[src/rtl/arc_pkg.sv]
package arc_pkg;
   // bit 1: required security value, bit 0: check enable
   typedef struct packed {
      logic want;
      logic chk;
   } acc_t;
endpackage

[src/rtl/arc_cfg_regs.sv]
module arc_cfg_regs #(
   parameter int ADDR_W   = 32,
   parameter int NUM_VALS = 16,
   parameter int NUM_RNG  = NUM_VALS / 2,
   parameter int SEL_W    = 5
) (
   input  logic                             clk,
   input  logic                             wr_en,
   input  logic [SEL_W-1:0]                 wr_sel,
   input  logic [ADDR_W-1:0]                wr_data,
   output logic [NUM_RNG-1:0][ADDR_W-1:0]   lo_q,
   output logic [NUM_RNG-1:0][ADDR_W-1:0]   hi_q,
   output arc_pkg::acc_t [NUM_RNG-1:0]      acc_q,
   output logic [NUM_RNG-1:0]               imask_q,
   output logic [NUM_RNG-1:0]               xmask_q
);
   localparam int SEL_ACC = NUM_VALS;
   localparam int SEL_IM  = NUM_VALS + NUM_RNG;
   localparam int SEL_XM  = NUM_VALS + NUM_RNG + 1;

   // configuration is deliberately not reset
   for (genvar r = 0; r < NUM_RNG; r++) begin : g_rng
      logic [ADDR_W-1:0] lo_r, hi_r;
      arc_pkg::acc_t     acc_r;
      always_ff @(posedge clk) begin
         if (wr_en && wr_sel == SEL_W'(2*r))       lo_r  <= wr_data;
         if (wr_en && wr_sel == SEL_W'(2*r+1))     hi_r  <= wr_data;
         if (wr_en && wr_sel == SEL_W'(SEL_ACC+r)) acc_r <= arc_pkg::acc_t'(wr_data[1:0]);
      end
      assign lo_q[r]  = lo_r;
      assign hi_q[r]  = hi_r;
      assign acc_q[r] = acc_r;
   end

   always_ff @(posedge clk) begin
      if (wr_en && wr_sel == SEL_W'(SEL_IM)) imask_q <= wr_data[NUM_RNG-1:0];
      if (wr_en && wr_sel == SEL_W'(SEL_XM)) xmask_q <= wr_data[NUM_RNG-1:0];
   end
endmodule

[src/rtl/arc_cmp.sv]
module arc_cmp #(
   parameter int ADDR_W  = 32,
   parameter bit QUAL_EN = 1'b1
) (
   input  logic [ADDR_W-1:0] lo,
   input  logic [ADDR_W-1:0] hi,
   input  logic [ADDR_W-1:0] blk_start,
   input  logic [ADDR_W-1:0] blk_end,
   input  logic              sec,
   input  arc_pkg::acc_t     acc,
   output logic              ovl,
   output logic              cont
);
   logic qual_ok;
   logic raw_ovl, raw_cont;

   assign raw_ovl  = (lo <= blk_end)   && (hi > blk_start);
   assign raw_cont = (lo <= blk_start) && (hi > blk_end);

   if (QUAL_EN) begin : g_qual
      assign qual_ok = !acc.chk || (sec == acc.want);
   end else begin : g_noqual
      logic unused_qual;
      assign unused_qual = ^{acc, sec};
      assign qual_ok     = 1'b1;
   end

   assign ovl  = raw_ovl  && qual_ok;
   assign cont = raw_cont && qual_ok;
endmodule

[src/rtl/arc_decide.sv]
module arc_decide #(
   parameter int NUM_RNG = 8
) (
   input  logic [NUM_RNG-1:0] ovl,
   input  logic [NUM_RNG-1:0] cont,
   input  logic [NUM_RNG-1:0] imask,
   input  logic [NUM_RNG-1:0] xmask,
   output logic               te_next
);
   logic incl_ok, veto;
   always_comb begin
      incl_ok = (imask == '0) || ((imask & ovl) != '0);
      veto    = (xmask & cont) != '0;
      te_next = incl_ok && !veto;
   end
endmodule

[src/rtl/addr_range_bank.sv]
module addr_range_bank #(
   parameter int ADDR_W   = 32,
   parameter int NUM_VALS = 16,
   parameter bit QUAL_EN  = 1'b1,
   localparam int NUM_RNG = NUM_VALS / 2,
   localparam int SEL_W   = $clog2(NUM_VALS + NUM_RNG + 2)
) (
   input  logic               clk,
   input  logic               tu_rst_n,
   input  logic               wr_en,
   input  logic [SEL_W-1:0]   wr_sel,
   input  logic [ADDR_W-1:0]  wr_data,
   input  logic               wp_valid,
   input  logic [ADDR_W-1:0]  wp_start,
   input  logic [ADDR_W-1:0]  wp_end,
   input  logic               wp_sec,
   output logic [NUM_RNG-1:0] ev_hit,
   output logic [NUM_RNG-1:0] excl_hit,
   output logic               trace_en
);
   if (NUM_VALS < 2 || NUM_VALS > 16 || (NUM_VALS % 2) != 0) begin : g_bad_vals
      $error("NUM_VALS must be even and within 2..16");
   end
   if (ADDR_W < NUM_RNG || ADDR_W < 2) begin : g_bad_addr
      $error("ADDR_W too narrow for mask writes");
   end

   logic [NUM_RNG-1:0][ADDR_W-1:0] lo_q, hi_q;
   arc_pkg::acc_t [NUM_RNG-1:0]    acc_q;
   logic [NUM_RNG-1:0]             imask_q, xmask_q;
   logic [NUM_RNG-1:0]             ovl_v, cont_v;
   logic                           te_next;

   arc_cfg_regs #(
      .ADDR_W(ADDR_W), .NUM_VALS(NUM_VALS), .NUM_RNG(NUM_RNG), .SEL_W(SEL_W)
   ) u_cfg (
      .clk(clk), .wr_en(wr_en), .wr_sel(wr_sel), .wr_data(wr_data),
      .lo_q(lo_q), .hi_q(hi_q), .acc_q(acc_q),
      .imask_q(imask_q), .xmask_q(xmask_q)
   );

   for (genvar r = 0; r < NUM_RNG; r++) begin : g_cmp
      arc_cmp #(.ADDR_W(ADDR_W), .QUAL_EN(QUAL_EN)) u_cmp (
         .lo(lo_q[r]), .hi(hi_q[r]),
         .blk_start(wp_start), .blk_end(wp_end),
         .sec(wp_sec), .acc(acc_q[r]),
         .ovl(ovl_v[r]), .cont(cont_v[r])
      );
   end

   arc_decide #(.NUM_RNG(NUM_RNG)) u_dec (
      .ovl(ovl_v), .cont(cont_v), .imask(imask_q), .xmask(xmask_q),
      .te_next(te_next)
   );

   always_ff @(posedge clk or negedge tu_rst_n) begin
      if (!tu_rst_n) begin
         ev_hit   <= '0;
         excl_hit <= '0;
         trace_en <= 1'b0;
      end else if (wp_valid) begin
         ev_hit   <= ovl_v;
         excl_hit <= cont_v;
         trace_en <= te_next;
      end
   end
endmodule

[config.mk]
export PLATFORM = sky130hd
export DESIGN_NAME = addr_range_bank
export DESIGN_NICKNAME = d
export VERILOG_FILES = /design/src/rtl/arc_pkg.sv /design/src/rtl/arc_cfg_regs.sv /design/src/rtl/arc_cmp.sv /design/src/rtl/arc_decide.sv /design/src/rtl/addr_range_bank.sv
export SDC_FILE = /design/constraint.sdc
export NUM_CORES = 2
export LEC_CHECK = 0
export BUFFER_PORTS_ARGS = -buffer_cell sky130_fd_sc_hd__clkbuf_2
export CORE_MARGIN = 2
export CORE_UTILIZATION = 40
export CTS_BUF_LIST = sky130_fd_sc_hd__clkbuf_4 sky130_fd_sc_hd__clkbuf_8 sky130_fd_sc_hd__clkbuf_16
export DETAILED_ROUTE_END_ITERATION = 16
export PLACE_DENSITY = 0.54
export SLEW_MARGIN = 10
export SYNTH_ARGS = -nofsm -noshare
export SYNTH_HDL_FRONTEND = slang
export SYNTH_SLANG_ARGS = --single-unit
[constraint.sdc]
create_clock -name clk -period 2.6 [get_ports clk]
set_input_delay 0.13 -clock clk [delete_from_list [all_inputs] [get_ports clk]]
set_output_delay 0.13 -clock clk [all_outputs]
set_load 0.01 [all_outputs]
# After elaboration in Yosys (flattened, before gate mapping)

Cells that the tools add are included.

Bits of input ports: 106
Bits in latches: 0
Memories kept: 0
Flip-flop bits (word level): 561
Output and inout bits: 17
Word-level logic and storage cells: 185
Bits in writable memories: 0
ROM bits: 0

$lt $le $gt $ge: 32
Eq/ne operators: 33
Muxes and demuxes: 0
Multiply operators: 0
Shift-type cells: 0
Bitwise logic cells: 2
Reductions and logical operators: 81
Add/subtract/negate cells: 0
Divide/modulo/power cells: 0

Operators with widths:

| kind                                                                   | number |
|---|---|
| 32-bit > comparator                                                    | 16 |
| 32-bit <= comparator                                                   | 16 |
| 1-bit logical AND                                                      | 59 |
| 5-bit equality test (second input constant)                            | 10 |
| 5-bit by 4-bit equality test with 1-bit output (second input constant) | 8 |
| 5-bit by 3-bit equality test with 1-bit output (second input constant) | 4 |
| 8-bit bitwise AND                                                      | 2 |
| 8-bit nonzero test                                                     | 2 |
| 5-bit by 2-bit equality test with 1-bit output (second input constant) | 2 |
| 1-bit zero test                                                        | 9 |
| 1-bit logical OR                                                       | 9 |
| 1-bit equality test                                                    | 8 |
| 8-bit zero test                                                        | 1 |
| 5-bit by 1-bit equality test with 1-bit output (second input constant) | 1 |
| 5-bit zero test                                                        | 1 |

# Depth between registers and ports, before layout

Word-level depth: 7
Gate-level depth with buffers: 11
Gate-level depth less buffers: 11

# Cells and area by module

A second synthesis with hierarchy kept.

Cell total of the unflattened synthesis: 3732
Area, all modules: 41492.3 um2

Modules (own cells, without submodules):

| module          | times used | sequential area each (um2) | area an instance (um2) | cells an instance |
|---|---|---|---|---|
| arc_cmp         | 8          | 0.0                        | 3016.6                 | 387 |
| arc_cfg_regs    | 1          | 16335.7                    | 16567.1                | 587 |
| addr_range_bank | 1          | 425.4                      | 685.7                  | 36 |
| arc_decide      | 1          | 0.0                        | 106.4                  | 13 |

# Least setup slack after synthesis

No wires, ideal clock.

Path kind: input to register
From: in wr_sel[0]
To: reg u_cfg.g_rng[1].lo_r[0], enable pin
Slack: -0.744 ns
Setup time: 0.461 ns
Path buffers: 1
Stages on the path: 4
Required time: 2.139 ns
Arrival time: 2.883 ns
Path through: clkbuf_1 > nand2b_1 > nand2b_1 > nor3_1

Cells in the longest elaborated chain, start to end: 2

Ends and longest elaborated chain:

| what                                           | line                  | text |
|---|---|---|
| from (decl)                                    | addr_range_bank.sv:11 | `input logic [SEL_W-1:0] wr_sel,` |
| 5-bit by 2-bit equality test with 1-bit output | arc_cfg_regs.sv:26    | `if (wr_en && wr_sel == SEL_W'(2*r)) lo_r <= wr_data;` |
| 1-bit logical AND                              | arc_cfg_regs.sv:26    |  |
| to (signal assigned)                           | arc_cfg_regs.sv:26    |  |
| to (decl)                                      | arc_cfg_regs.sv:23    | `logic [ADDR_W-1:0] lo_r, hi_r;` |

Every way passes these cells.
A chain may end at the register's enable or synchronous reset.

# Worst setup path in the final report

From: reg u_cfg.g_rng[7].lo_r[9]
To: reg trace_en

Cells in the longest elaborated chain, start to end: 7
Elaborated cells between the ends (all ways): 13
Those cells by class: 2 x order compare; 2 x bitwise; 9 x reduce/logical

Ends and longest elaborated chain:

| what                                                       | line                               | text |
|---|---|---|
| from (decl)                                                | arc_cfg_regs.sv:23                 |  |
| from (signal assigned)                                     | arc_cfg_regs.sv:26                 |  |
| 32-bit <= comparator, on equally long branches             | arc_cmp.sv:17, arc_cmp.sv:18       |  |
| 1-bit logical AND, on equally long branches                | arc_cmp.sv:17, arc_cmp.sv:18       |  |
| 1-bit logical AND, on equally long branches                | arc_cmp.sv:28, arc_cmp.sv:29       |  |
| 8-bit bitwise AND, on equally long branches                | arc_decide.sv:12, arc_decide.sv:13 |  |
| 8-bit nonzero test, on equally long branches               | arc_decide.sv:12, arc_decide.sv:13 |  |
| 1-bit logical OR / 1-bit zero test (equally long branches) | arc_decide.sv:12, arc_decide.sv:14 |  |
| 1-bit logical AND (*)                                      | arc_decide.sv:14                   | `te_next = incl_ok && !veto;` |
| to (signal assigned)                                       | addr_range_bank.sv:64              | `trace_en <= te_next;` |
| to (decl)                                                  | addr_range_bank.sv:19              | `output logic trace_en` |

Every way passes the cells marked *; elsewhere a longest branch is shown, timed or not.

==> run summary <==
================================================================================
Antenna violations before repair ..................................            7
Core ar. ..........................................................  98300 sq um
Outcome ........................................................... finished, violations left
Post-synth cell types .............................................           77
Met2 layer wire length in the routed design .......................     61800 um
Placed cell count .................................................         5544
Cells taking the most area after synthesis ........................ sky130_fd_sc_hd__edfxtp_1 41%, sky130_fd_sc_hd__ha_1 32%, sky130_fd_sc_hd__a21oi_1 4.5%
Number of remaining DRC errors ....................................            0
Sum of met3 wire segment lengths after detailed routing ...........     10200 um
NumNets Final .....................................................         5481
Maximum VDD drop ..................................................     0.459 mV
Worst path bufs/invs ..............................................            1
Violated checks ................................................... negative setup slack
Part of the cycle the worst path needs ............................         119%
Fmax ..............................................................    0.323 GHz
EDFF count, synth .................................................          544
Setup skew after layout ...........................................    0.0288 ns
Nature of the critical path endpoint ..............................     register
Horizontal die dimension ..........................................       319 um
Detailed Route WL .................................................    141000 um
Kind of cell adding the most delay to the critical path ........... compound AO/OA/AOI/OAI gates
Crit path launch .................................................. u_cfg.g_rng[7].lo_r[9]$_DFFE_PP_
Number of violations of the max-capacitance limit .................            0
Number of failing hold endpoints at the final stage ...............            0
Leading cell type in the layout, fill and taps excluded ........... sky130_fd_sc_hd__ha_1
Number of DRC violations after detailed-routing iteration 0 .......         2874
# IOs .............................................................          123
Slew at the pin with the worst max-slew slack .....................     0.910 ns
Worst slew margin relative to its limit ...........................        39.3%
Total via count in the routed design ..............................        32200
Total die area .................................................... 102000 sq um
Global-route wire length before repair ............................    205000 um
Number of non-filler instances in the completed layout ............         5695
Power Density .....................................................  464 nW/um^2
RSZ-0062 raised after global routing ..............................          yes
IO buf count ......................................................          122
Startpoint of the lowest-slack hold path ..........................   wr_data[9]
Seq cells post-synth ..............................................          561
Maximum count of clock buffers along a single path ................            3
Sequence of cells on the critical path ............................ ha_1 -> a21o_1 -> a21o_1 -> a221oi_2 -> buf_4 -> nor3b_1 -> or3_4 -> a2111oi_4 -> a221oi_2 -> nand4_1 -> a41o_1
Vias in the first global route ....................................        31400
Starting utilization of the core area .............................        40.3%
Routed len/inst ...................................................      24.7 um
Critical path's largest stage delay ...............................      0.61 ns
Synthesized net count .............................................         4450
Clock sink total ..................................................          561
Die height ........................................................       319 um
Area delta synth->final ...........................................        33.1%
Skew-Pair Late Insertion Delay ....................................      0.63 ns
Max-slew violations ...............................................            0
Yosys synthesis warning count .....................................            0
Crit path max fanout ..............................................            2
Critical Path Start Type ..........................................     register
Gr ovfl total .....................................................            0
Leading cell types in the layout, fill and taps excluded .......... 995 x sky130_fd_sc_hd__ha_1, 761 x sky130_fd_sc_hd__buf_4, 544 x sky130_fd_sc_hd__edfxtp_1
Clock-pin transition on the worst setup and hold timing paths .....      0.06 ns
H-tree depth reported by CTS ......................................            3
Path type of the worst setup path .................................   reg -> reg
CTS tree ..........................................................          yes
Req. time, crit path ..............................................      3.16 ns
Total power of the final layout ...................................     24500 uW
Routed metal-1 wire length ........................................     64900 um
# rows ............................................................          115
Post-Synthesis Cells ..............................................         3320
Via count normalized by instance count ............................         5.66
Number of CTS-inserted buffers ....................................           71
Remaining antenna violation count .................................            0
Sequential-to-total area share from yosys stat ....................        42.3%
Worst path slowest cell ........................................... sky130_fd_sc_hd__a2111oi_4
Fraction of final layout cells with drive strength greater than 1 .        28.9%
Placer congestion estimate ........................................        0.923
Tot GR Track Use ..................................................        27.3%
Buffer cell driving the clock tree root ........................... sky130_fd_sc_hd__clkbuf_16
Highest layer used for signal routing .............................         met5
Async set-reset flop share out of synthesis .......................        3.03%
Most common flop cell mapped by yosys ............................. sky130_fd_sc_hd__edfxtp_1
Static Leak .......................................................    0.0235 uW
Arrival time of data at the critical path endpoint ................      3.66 ns
Number of detailed-route iterations in the first pass .............            7
Filler cell count .................................................         8529
Min-Delay Path Class ..............................................    in -> reg
Final Critical Period .............................................      3.10 ns
HPWL Detailed .....................................................    111000 um
Post-synth top area cell .......................................... sky130_fd_sc_hd__edfxtp_1
Largest net degree at the start of global routing .................           33
Share of the synthesized area in the top cell type ................        41.2%
Final setup violation count .......................................            7
Post-synthesis area per instance ..................................   11.9 sq um
Minimum setup slack in the final design ...........................    -0.500 ns
Post-Synthesis Cell Area ..........................................  39600 sq um
Beginning of the worst register-to-register path .................. u_cfg.g_rng[7].lo_r[9]$_DFFE_PP_
================================================================================
[routing by layer]
layer / vias up / track usage [%]
met1: 15500 / 39.4
met4: 4 / 6.70
met5: - / 0
li1: 15500 / -
met3: 185 / 4.24
met2: 1055 / 42.7
[cells by family (layout without fill, tap and decap cells)]
group	after synthesis	in the layout	synth area share, %
other	0	1	0
AND/OR/NAND/NOR	776	776	10.5
adder cells (fa/ha/maj)	1024	1024	32.3
multiplexers	10	10	0.284
AO/OA/AOI/OAI	835	835	13.4
XOR/XNOR	8	8	0.177
flip-flops	561	561	42.3
buffers and inverters	106	1193	1.01
[cell usage after synthesis, types with 9 or more instances]
| library cell | instances |
|---|---|
| sky130_fd_sc_hd__nand3_1 | 81 |
| sky130_fd_sc_hd__ha_1 | 1024 |
| sky130_fd_sc_hd__and4_1 | 28 |
| sky130_fd_sc_hd__o211ai_1 | 32 |
| sky130_fd_sc_hd__mux2_2 | 10 |
| sky130_fd_sc_hd__o21a_1 | 13 |
| sky130_fd_sc_hd__a211oi_1 | 33 |
| sky130_fd_sc_hd__inv_1 | 100 |
| sky130_fd_sc_hd__a21o_1 | 168 |
| sky130_fd_sc_hd__nand2b_1 | 13 |
| sky130_fd_sc_hd__dfrtp_1 | 17 |
| sky130_fd_sc_hd__nor2b_1 | 49 |
| sky130_fd_sc_hd__a221oi_1 | 27 |
| sky130_fd_sc_hd__o21ai_0 | 106 |
| sky130_fd_sc_hd__nor2_1 | 86 |
| sky130_fd_sc_hd__a221o_1 | 9 |
| sky130_fd_sc_hd__nor4_1 | 45 |
| sky130_fd_sc_hd__nor3_1 | 26 |
| sky130_fd_sc_hd__a2111oi_0 | 10 |
| sky130_fd_sc_hd__edfxtp_1 | 544 |
| sky130_fd_sc_hd__a21oi_1 | 355 |
| sky130_fd_sc_hd__a21boi_0 | 9 |
| sky130_fd_sc_hd__nand4_1 | 200 |
| sky130_fd_sc_hd__nand2_1 | 195 |
[layout make-up]
type                    count  area [sq um]  share of cell area [%]
diodes                      1          2.50                 0.00475
clock buffers              90          2020                    3.83
flip-flops and latches    561         16800                    31.8
repair buffers            964          7810                    14.8
multi-input cells        2653         23800                    45.1
well taps                1287          1610                    3.05
clock inverters            39           389                   0.738
inverters                 100           375                   0.712
[power breakdown]
group | internal [uW] | switching [uW] | total, uW
Sequential | 10100 | 99.4 | 10200
Clock | 6280 | 4060 | 10300
Combinational | 1740 | 2260 | 3990
Total | 18100 | 6420 | 24500
[metrics by stage]
step                      hold slack, ns  TNS, ns  util [%]  area, sq um  setup slack [ns]
after floorplan                   -0.166        0         -        39600            0.0925
after detailed placement           0.185    -5.88      49.8        48900            -0.951
after global routing              0.0365    -1.87      53.7        52700            -0.572
final                             0.0251    -1.12      53.7        52700            -0.500
after global placement             0.159    -5.46      49.8        48900            -0.942
after CTS                         0.0161   -0.904      52.9        52000            -0.450
[registers in the layout, indices dropped and copies added (netlist names)]
name / cells
ev_hit: 8
excl_hit: 8
trace_en: 1
u_cfg.acc_q: 16
u_cfg.g_rng.hi_r: 256
u_cfg.g_rng.lo_r: 256
u_cfg.imask_q: 8
u_cfg.xmask_q: 8
[final timing paths]
check,endpoint,slack [ns],depth (start not counted)
max in group asynchronous,ev_hit[6]$_DFFE_PN0P_,2.09,2
min in group asynchronous,excl_hit[0]$_DFFE_PN0P_,0.05,2
setup / recovery,trace_en$_DFFE_PN0P_,-0.50,11
hold / removal,u_cfg.g_rng[4].hi_r[9]$_DFFE_PP_,0.03,1
setup reg to reg,trace_en$_DFFE_PN0P_,-0.50,11
hold reg to reg,excl_hit[1]$_DFFE_PN0P_,0.51,1
[what timing repair did]
action                     in CTS  in global routing
gates resized for setup       103                114
setup endpoints to repair      12                 17
hold endpoints to repair       17                  0
pin swaps                      52                 63
buffers inserted               14                 17
hold buffers                    1                  0
(Power assumes the default switching activity.)
